===== src/rtl/cal_pkg.sv =====
package cal_pkg;
   localparam int unsigned NUM_REGS   = 8;
   localparam int unsigned CTRL_ADDR  = 7;
   localparam int unsigned STOP_BIT   = 7;
   localparam int unsigned WPROT_BIT  = 6;
   localparam int unsigned H12_BIT    = 6;
   localparam int unsigned PM_BIT     = 5;

   typedef enum logic [2:0] {
      F_SEC  = 3'd0,
      F_MIN  = 3'd1,
      F_HOUR = 3'd2,
      F_WDAY = 3'd3,
      F_DATE = 3'd4,
      F_MON  = 3'd5,
      F_YEAR = 3'd6
   } field_e;

   function automatic logic [7:0] bcd_inc(input logic [7:0] v);
      if (v[3:0] >= 4'd9) return {v[7:4] + 4'd1, 4'd0};
      return {v[7:4], v[3:0] + 4'd1};
   endfunction

   function automatic logic [6:0] bcd_to_bin(input logic [7:0] v);
      return 7'(v[7:4]) * 7'd10 + 7'(v[3:0]);
   endfunction

   function automatic logic [7:0] last_day(input logic [7:0] mon, input logic [7:0] yr);
      logic [6:0] ybin;
      ybin = bcd_to_bin(yr);
      case (mon)
         8'h02:                      return (ybin[1:0] == 2'd0) ? 8'h29 : 8'h28;
         8'h04, 8'h06, 8'h09, 8'h11: return 8'h30;
         default:                    return 8'h31;
      endcase
   endfunction
endpackage


===== src/rtl/cal_prescaler.sv =====
module cal_prescaler #(
   parameter int unsigned TICKS_PER_SEC = 32768
) (
   input  logic clk,
   input  logic rst_n,
   input  logic strobe_i,
   input  logic run_i,
   input  logic clear_i,
   output logic sec_pulse_o
);
   generate
      if (TICKS_PER_SEC < 1) begin : g_bad
         $error("TICKS_PER_SEC must be at least 1");
      end
      if (TICKS_PER_SEC == 1) begin : g_direct
         assign sec_pulse_o = strobe_i && run_i && !clear_i;
      end else begin : g_count
         localparam int unsigned CW = $clog2(TICKS_PER_SEC);
         localparam logic [CW-1:0] LAST = CW'(TICKS_PER_SEC - 1);
         logic [CW-1:0] cnt_q;

         always_ff @(posedge clk or negedge rst_n) begin
            if (!rst_n)                  cnt_q <= '0;
            else if (clear_i)            cnt_q <= '0;
            else if (run_i && strobe_i)  cnt_q <= (cnt_q == LAST) ? '0 : cnt_q + 1'b1;
         end

         assign sec_pulse_o = strobe_i && run_i && !clear_i && (cnt_q == LAST);

         assert_clear_restarts_R10: assert property (@(posedge clk) disable iff (!rst_n)
            clear_i |=> (cnt_q == '0));
         assert_hold_count_R3: assert property (@(posedge clk) disable iff (!rst_n)
            (!run_i && !clear_i) |=> $stable(cnt_q));
      end
   endgenerate
endmodule


===== src/rtl/cal_bcd_field.sv =====
module cal_bcd_field #(
   parameter logic [7:0] LO = 8'h00
) (
   input  logic       clk,
   input  logic       rst_n,
   input  logic       load_i,
   input  logic [7:0] load_val_i,
   input  logic       inc_i,
   input  logic [7:0] limit_i,
   output logic [7:0] q_o,
   output logic       wrap_o
);
   import cal_pkg::*;
   logic [7:0] q_q;

   always_ff @(posedge clk or negedge rst_n) begin
      if (!rst_n)      q_q <= LO;
      else if (load_i) q_q <= load_val_i;
      else if (inc_i)  q_q <= (q_q == limit_i) ? LO : bcd_inc(q_q);
   end

   assign q_o    = q_q;
   assign wrap_o = inc_i && (q_q == limit_i);

   assert_wrap_to_low_R2: assert property (@(posedge clk) disable iff (!rst_n)
      (inc_i && !load_i && q_q == limit_i) |=> (q_q == LO));
   assert_idle_holds_R3: assert property (@(posedge clk) disable iff (!rst_n)
      (!inc_i && !load_i) |=> $stable(q_q));
endmodule


===== src/rtl/cal_hour_field.sv =====
module cal_hour_field (
   input  logic       clk,
   input  logic       rst_n,
   input  logic       load_i,
   input  logic [7:0] load_val_i,
   input  logic       inc_i,
   output logic [7:0] q_o,
   output logic       day_o
);
   import cal_pkg::*;
   logic [7:0] q_q, nxt;
   logic [7:0] small_inc;
   logic       mode12;

   assign mode12    = q_q[H12_BIT];
   assign small_inc = bcd_inc({3'b000, q_q[4:0]});

   always_comb begin
      nxt = q_q;
      if (mode12) begin
         if (q_q[4:0] == 5'h12)      nxt = {q_q[7:5], 5'h01};
         else if (q_q[4:0] == 5'h11) nxt = {q_q[7:6], ~q_q[PM_BIT], 5'h12};
         else                        nxt = {q_q[7:5], small_inc[4:0]};
      end else begin
         nxt = (q_q == 8'h23) ? 8'h00 : bcd_inc(q_q);
      end
   end

   always_ff @(posedge clk or negedge rst_n) begin
      if (!rst_n)      q_q <= 8'h00;
      else if (load_i) q_q <= load_val_i;
      else if (inc_i)  q_q <= nxt;
   end

   assign q_o   = q_q;
   assign day_o = inc_i && (mode12 ? (q_q[PM_BIT] && q_q[4:0] == 5'h11) : (q_q == 8'h23));

   assert_midnight_24_R4: assert property (@(posedge clk) disable iff (!rst_n)
      (inc_i && !load_i && q_q == 8'h23) |=> (q_q == 8'h00));
   assert_noon_pm_R5: assert property (@(posedge clk) disable iff (!rst_n)
      (inc_i && !load_i && q_q == 8'h51) |=> (q_q == 8'h72));
   assert_midnight_12_R5: assert property (@(posedge clk) disable iff (!rst_n)
      (inc_i && !load_i && q_q == 8'h71) |=> (q_q == 8'h52));
endmodule


===== src/rtl/bcd_calendar_core.sv =====
module bcd_calendar_core #(
   parameter int unsigned TICKS_PER_SEC = 32768,
   parameter int unsigned ADDR_W        = 3,
   parameter logic [7:0]  CTRL_RESET    = 8'h80
) (
   input  logic              clk,
   input  logic              rst_n,
   input  logic              osc_tick_i,
   input  logic              wr_en_i,
   input  logic [ADDR_W-1:0] wr_addr_i,
   input  logic [7:0]        wr_data_i,
   input  logic [ADDR_W-1:0] rd_addr_i,
   output logic [7:0]        rd_data_o
);
   import cal_pkg::*;

   localparam int unsigned NFIELD = NUM_REGS - 1;

   generate
      if (ADDR_W < 3) begin : g_bad_addr
         $error("ADDR_W must cover eight registers");
      end
   endgenerate

   logic [7:0]        ctrl_q;
   logic              wr_time;
   logic [NFIELD-1:0] load_sel;
   logic              sec_tick;
   logic              sec_wrap, min_wrap, day_carry, date_wrap, mon_wrap;
   logic              wday_wrap_unused, year_wrap_unused;
   logic [7:0]        sec_q, min_q, hour_q, wday_q, date_q, mon_q, year_q;
   logic [7:0]        month_end;

   assign wr_time = wr_en_i && (wr_addr_i < ADDR_W'(CTRL_ADDR)) && !ctrl_q[WPROT_BIT];

   generate
      for (genvar k = 0; k < NFIELD; k++) begin : g_sel
         assign load_sel[k] = wr_time && (wr_addr_i == ADDR_W'(k));
      end
   endgenerate

   always_ff @(posedge clk or negedge rst_n) begin
      if (!rst_n) ctrl_q <= CTRL_RESET;
      else if (wr_en_i && wr_addr_i == ADDR_W'(CTRL_ADDR)) ctrl_q <= wr_data_i;
   end

   cal_prescaler #(.TICKS_PER_SEC(TICKS_PER_SEC)) u_presc (
      .clk(clk), .rst_n(rst_n), .strobe_i(osc_tick_i),
      .run_i(!ctrl_q[STOP_BIT]), .clear_i(wr_time), .sec_pulse_o(sec_tick));

   cal_bcd_field #(.LO(8'h00)) u_sec (
      .clk(clk), .rst_n(rst_n), .load_i(load_sel[F_SEC]), .load_val_i(wr_data_i & 8'h7F),
      .inc_i(sec_tick), .limit_i(8'h59), .q_o(sec_q), .wrap_o(sec_wrap));

   cal_bcd_field #(.LO(8'h00)) u_min (
      .clk(clk), .rst_n(rst_n), .load_i(load_sel[F_MIN]), .load_val_i(wr_data_i & 8'h7F),
      .inc_i(sec_wrap), .limit_i(8'h59), .q_o(min_q), .wrap_o(min_wrap));

   cal_hour_field u_hour (
      .clk(clk), .rst_n(rst_n), .load_i(load_sel[F_HOUR]), .load_val_i(wr_data_i & 8'h7F),
      .inc_i(min_wrap), .q_o(hour_q), .day_o(day_carry));

   cal_bcd_field #(.LO(8'h01)) u_wday (
      .clk(clk), .rst_n(rst_n), .load_i(load_sel[F_WDAY]), .load_val_i(wr_data_i & 8'h07),
      .inc_i(day_carry), .limit_i(8'h07), .q_o(wday_q), .wrap_o(wday_wrap_unused));

   assign month_end = last_day(mon_q, year_q);

   cal_bcd_field #(.LO(8'h01)) u_date (
      .clk(clk), .rst_n(rst_n), .load_i(load_sel[F_DATE]), .load_val_i(wr_data_i & 8'h3F),
      .inc_i(day_carry), .limit_i(month_end), .q_o(date_q), .wrap_o(date_wrap));

   cal_bcd_field #(.LO(8'h01)) u_mon (
      .clk(clk), .rst_n(rst_n), .load_i(load_sel[F_MON]), .load_val_i(wr_data_i & 8'h1F),
      .inc_i(date_wrap), .limit_i(8'h12), .q_o(mon_q), .wrap_o(mon_wrap));

   cal_bcd_field #(.LO(8'h00)) u_year (
      .clk(clk), .rst_n(rst_n), .load_i(load_sel[F_YEAR]), .load_val_i(wr_data_i),
      .inc_i(mon_wrap), .limit_i(8'h99), .q_o(year_q), .wrap_o(year_wrap_unused));

   always_comb begin
      case (rd_addr_i)
         ADDR_W'(F_SEC):     rd_data_o = sec_q;
         ADDR_W'(F_MIN):     rd_data_o = min_q;
         ADDR_W'(F_HOUR):    rd_data_o = hour_q;
         ADDR_W'(F_WDAY):    rd_data_o = wday_q;
         ADDR_W'(F_DATE):    rd_data_o = date_q;
         ADDR_W'(F_MON):     rd_data_o = mon_q;
         ADDR_W'(F_YEAR):    rd_data_o = year_q;
         ADDR_W'(CTRL_ADDR): rd_data_o = ctrl_q;
         default:            rd_data_o = 8'h00;
      endcase
   end

   assert_stopped_holds_R3: assert property (@(posedge clk) disable iff (!rst_n)
      (ctrl_q[STOP_BIT] && !wr_en_i) |=> ($stable(sec_q) && $stable(min_q) && $stable(hour_q)));
   assert_wprot_blocks_R9: assert property (@(posedge clk) disable iff (!rst_n)
      (ctrl_q[WPROT_BIT] && wr_en_i && wr_addr_i == ADDR_W'(F_SEC) && !sec_tick) |=> $stable(sec_q));
   assert_day_moves_wday_R6: assert property (@(posedge clk) disable iff (!rst_n)
      (day_carry && !wr_time && wday_q != 8'h07) |=> (wday_q != $past(wday_q)));
endmodule


===== config.mk =====
export PLATFORM = sky130hd
export DESIGN_NAME = bcd_calendar_core
export DESIGN_NICKNAME = d
export VERILOG_FILES = /design/src/rtl/cal_pkg.sv /design/src/rtl/cal_prescaler.sv /design/src/rtl/cal_bcd_field.sv /design/src/rtl/cal_hour_field.sv /design/src/rtl/bcd_calendar_core.sv
export SDC_FILE = /design/constraint.sdc
export NUM_CORES = 1
export LEC_CHECK = 0
export BUFFER_PORTS_ARGS = -buffer_cell sky130_fd_sc_hd__clkbuf_2
export CAP_MARGIN = 40
export CORE_UTILIZATION = 51
export DETAILED_ROUTE_END_ITERATION = 6
export GPL_ROUTABILITY_DRIVEN = 0
export GPL_TIMING_DRIVEN = 0
export PLACE_DENSITY_LB_ADDON = 0.25
export SLEW_MARGIN = 20
export SYNTH_ARGS = -nofsm -noshare
export SYNTH_HDL_FRONTEND = slang
export SYNTH_HIERARCHICAL = 1
export SYNTH_SLANG_ARGS = --single-unit

===== constraint.sdc =====
create_clock -name clk -period 8.11 [get_ports clk]
set_input_delay 0.811 -clock clk [delete_from_list [all_inputs] [get_ports clk]]
set_output_delay 0.811 -clock clk [all_outputs]
set_load 0.05 [all_outputs]

# == Word-level counts from Yosys, hierarchy flattened ==
# Index checks and enable logic that the tools add are counted.
# op_classes
addsub,17
multipliers,1
div,0
order_cmp,8
eq_ne,33
shift,0
mux,67
bitwise_logic,1
reduce_logical,51
# op_table
cell,n
two-way mux 8 bit,37
one-hot mux 8 bit (8 select lines),1
"adder 4 x 1 -> 4 bit, second input constant",14
two-way mux 15 bit,3
">= comparator 4 bit, second input constant",7
"equality test 3 bit, second input constant",8
"equality test 8 x 3 -> 1 bit, second input constant",3
two-way mux 1 bit,22
nonzero test 3 bit,7
logical AND 1 bit,19
"equality test 8 x 5 -> 1 bit, second input constant",2
"equality test 8 x 7 -> 1 bit, second input constant",2
one-hot mux 8 bit (2 select lines),1
nonzero test 2 bit,8
"adder 15 x 1 -> 15 bit, second input constant",1
"equality test 15 bit, second input constant",1
"equality test 3 x 2 -> 1 bit, second input constant",4
AND reduction 2 bit,6
"equality test 5 bit, second input constant",2
two-way mux 5 bit,2
"equality test 8 x 2 -> 1 bit, second input constant",1
"equality test 8 x 4 -> 1 bit, second input constant",1
"equality test 8 x 6 -> 1 bit, second input constant",1
equality test 8 bit,1
other kinds (18),24
# totals
ff_bits,79
latch_bits,0
ramBits,0
rom_bits,0
input_bits,18
out_inout_bits,8
elab_cells,196
n_memories,0

# == Logic depth before layout (Yosys ltp) ==
# depth
depth_word,17
ltp_mapped,22
mapped_depth_nobuf,18

# == By module ==
# Netlist, hierarchy kept.
# modules_own_cells
mod,instances,cells_per_inst,area_each_um2
cal_bcd_field (u_min ...),3,74,648.1
cal_bcd_field (u_date ...),2,75,737.0
bcd_calendar_core,1,129,1043.5
cal_prescaler,1,93,872.1
cal_bcd_field (u_mon),1,76,678.2
cal_hour_field,1,75,665.6

# == Least setup slack after synthesis ==
# Ideal clock, no wire load.
# synth_timing
path_type,input to register
start,in wr_addr_i[2]
end,reg u_year.q_q[6] (netlist: u_year/q_o[6])
setup_time_ns,0.138
arrival_ns,5.526
required_ns,7.972
path_slack_ns,2.447
cell_stages,21
n_path_buf,5
cell_sequence,clkbuf_1 a311oi_1 or2_1 nor4_1 clkbuf_1 inv_1 nor3_1 clkbuf_1 inv_1 nor3_1 inv_1 a21oi_1 buf_2 inv_1 nor3_1 inv_1 nor3_2 clkbuf_1 inv_1 nor3_1 o211ai_1
# synth_via
elab_chain_len,13
word_cells_on_any_way,17
cone_classes,1 x order compare; 1 x eq/ne; 1 x mux; 14 x reduce/logical
# synth_rtl
element,line_no,rtl
start: declaration,bcd_calendar_core.sv:10,"input logic [ADDR_W-1:0] wr_addr_i,"
< comparator 3 bit,bcd_calendar_core.sv:34,assign wr_time = wr_en_i && (wr_addr_i < ADDR_W'(CTRL_ADDR)) && !ctrl_q[WPROT_BIT];
logical AND 1 bit (2 in series),bcd_calendar_core.sv:34,
net wr_time,bcd_calendar_core.sv:26,logic wr_time;
zero test 1 bit,cal_prescaler.sv:28,assign sec_pulse_o = strobe_i && run_i && !clear_i && (cnt_q == LAST);
logical AND 1 bit (2 in series),cal_prescaler.sv:28,
net sec_tick,bcd_calendar_core.sv:28,logic sec_tick;
logical AND 1 bit,cal_bcd_field.sv:23,assign wrap_o = inc_i && (q_q == limit_i);
net sec_wrap,bcd_calendar_core.sv:29,"logic sec_wrap, min_wrap, day_carry, date_wrap, mon_wrap;"
[... 1 more ...],--,
net min_wrap,bcd_calendar_core.sv:29,
logical AND 1 bit,cal_hour_field.sv:36,assign day_o = inc_i && (mode12 ? (q_q[PM_BIT] && q_q[4:0] == 5'h11) : (q_q == 8'h23));
net day_carry,bcd_calendar_core.sv:29,
logical AND 1 bit,cal_bcd_field.sv:23,
net date_wrap,bcd_calendar_core.sv:29,
logical AND 1 bit,cal_bcd_field.sv:23,
net mon_wrap,bcd_calendar_core.sv:29,
nonzero test 2 bit (no line),--,
AND reduction 2 bit (no line),--,
end signal: assignment,cal_bcd_field.sv:18,else if (load_i) q_q <= load_val_i;
end signal: assignment,cal_bcd_field.sv:19,else if (inc_i) q_q <= (q_q == limit_i) ? LO : bcd_inc(q_q);
end: declaration,cal_bcd_field.sv:14,logic [7:0] q_q;
# The timed path passes the listed nets, and every way through them passes these cells.
# A chain may end at the register's enable or synchronous reset.

# == Worst setup path in the final report ==
# layout_timing
start,in wr_addr_i[2]
end,reg u_year.q_q[7] (netlist: u_year/q_o[7])
# The elaborated chain is that of the path after synthesis.

==> summary.txt <==
Status
  • Status: completed

Clock tree
  • Deepest clock path buffer count: 2
  • Clock-pin slew on the worst setup and hold paths: 60 ps
  • Post-CTS Setup Inserts: 0
  • Root Buffer: clkbuf_16
  • Worst skew pair latency: 350 ps
  • Hold-fix buffers, CTS: 0
  • Clock sinks: 79
  • Num CTS Buffers: 9
  • Cts repair resizes: 0
  • H-tree Lvls: 3
  • Clock tree from TritonCTS: yes

Global routing
  • Initial antenna violation count: 0
  • Largest net degree at the start of global routing: 80
  • Total gr overflow: 0
  • Vias in the first global route: 5707
  • First-pass GRT wire length: 28.98 mm
  • Gr usage total: 27.84%

Power
  • IR drop worst, VDD: 0.1544 mV
  • Pleak: 3.166 nW
  • Power density over the cells: 228.3 nW/um2

Die
  • Ports: 26
  • Core Box Area: 12670 um2
  • Effective utilization at floorplan: 52.66%
  • Die Y: 116.4 um
  • Row cnt: 41
  • Die width: 116.4 um
  • Die Area: 13550 um2

Yosys
  • Yosys warning total: 6
  • Synthesized cell area: 6673 um2
  • Synth Area per Inst: 8.969 um2
  • Post-Syn Instances: 744

Finish
  • # diodes: 0
  • Area Growth Syn to Fin: 12.68%
  • Nets@finish: 884
  • Layout cells sized above 1: 13.93%

Flow run
  • Max cap viols: 0

Critical path
  • Setup CP Type: input pin to register
  • Critical path peak fanout: 10
  • Slowest cell on crit path: nor4_1
  • Critical Path, Cell by Cell: clkbuf_1, a311oi_1, or2_1, nor4_1, clkbuf_1, inv_1, nor3_1, clkbuf_1, inv_1, nor3_1, buf_2, inv_1, a21oi_1, buf_2, inv_1, nor3_1, inv_1, nor3_2, clkbuf_1, inv_1, nor3_1, o211ai_1
  • Crit path capture type: register
  • CP arrival: 7660 ps
  • Data required time of the worst path: 8320 ps
  • Worst setup SP type: input pin
  • Worst stage delay on the critical path: 580 ps
  • Cell mode on critical path: inv_1

Place
  • Port Buffer Count: 23
  • Post-DP HPWL: 12.97 mm

Route
  • Drt first-iter violations: 545
  • Vias per inst: 6.014
  • Vias: 6086
  • First-pass DRT Iterations: 5
  • Drc violations: 0
  • Per-cell routed wire length: 17.73 um
  • DRT antenna net count: 0
  • DRT Wirelength: 17.94 mm

STA
  • Final worst path period need: 7449 ps
  • Hold WS: 506.6 ps
  • Worst-Margin Slew: 752.4 ps
  • Final TNS setup: 0 ps
  • Max Clock Skew: 8.327 ps
  • Final worst path period share: 91.85%
  • Setup Viol. Count Final: 0
  • Final Max Slew Viols: 0
  • Max frequency: 0.1342 GHz
  • Slew headroom: 49.38%
  • Final hold vios: 0
  • RSZ-0062 raised after global routing: false

Worst hold path
  • Hold crit path type: input pin to asynchronous set/reset pin
through the flow:
step	utilization (%)	instances	instance area, um2	setup slack (ps)	power, W
after floorplan	-	800	6883	2447	0.001124
after global placement	56.93	995	7213	176.9	0.001266
after detailed placement	57.04	996	7227	555.6	0.001301
after CTS	59.34	1012	7518	933.0	0.001717
after global routing	59.34	1012	7518	138.2	0.001820
final	59.34	1012	7518	660.7	0.001716
critical path, delay by kind of cell:
kind	cells	cell delay, ps
AO/OA/AOI/OAI	3	710
buffers and inverters	12	3130
AND/OR/NAND/NOR	7	2990
routing by layer:
layer	up-vias	track usage, %	part of all wire [%]	wire [um]
li1	2911	-	-	-
met1	2924	36.07	45	7993
met2	216	45.80	47	8421
met3	35	6.694	6.2	1114
met4	0	8.632	2.3	410
met5	-	0	0	0
final timing paths:
| check | startpoint | end | slack (ps) | depth (start not counted) |
|---|---|---|---|---|
| max reg2reg | u_presc/g_count.cnt_q[0] | u_year/q_o[7] | 820 | 22 |
| min reg2reg | ctrl_q[1] | ctrl_q[1] | 510 | 1 |
| max | wr_addr_i[2] | u_year/q_o[7] | 660 | 22 |
| min | rst_n | u_mon/q_o[6] | 510 | 1 |
| max in group asynchronous | rst_n | u_hour/q_o[0] | 7150 | 1 |
| min in group clk | ctrl_q[1] | ctrl_q[1] | 510 | 1 |
sequential cells by signal, summed over array words and instances (netlist names):
register               flops
ctrl_q                     8
u_presc/g_count.cnt_q     15
u_wday/q_o                 8
u_sec/q_o                  8
u_mon/q_o                  8
u_min/q_o                  8
u_hour/q_o                 8
u_year/q_o                 8
u_date/q_o                 8
layout make-up:
cell class	instances	area, um2
buffer	34	192.7
clock buffer	11	232.7
clock inverter	5	58.81
fill	1152	5152
inverter	33	123.9
multi-input combinational	654	4584
sequential	79	1982
tap	172	215.2
timing repair buffer	24	128.9
layout by cell type, fill, tap and decap left out, types with 22 or more instances in the layout:
master,count
nand4_1,23
ha_1,31
conb_1,58
inv_1,27
a21oi_1,28
nor2_1,47
nand2_1,72
nand3_1,31
mux2i_1,28
xnor2_1,48
clkbuf_2,22
dfrtp_1,75
power by group:
| part | leakage, nW | switching [W] | internal (W) | total [W] |
|---|---|---|---|---|
| registers | 0.911 | 0.000155 | 0.000486 | 0.000641 |
| clock network | 0.136 | 0.000168 | 0.000239 | 0.000406 |
| logic | 2.12 | 0.000372 | 0.000297 | 0.000669 |
| total | 3.17 | 0.000695 | 0.00102 | 0.00172 |
(Power assumes the default switching activity.)
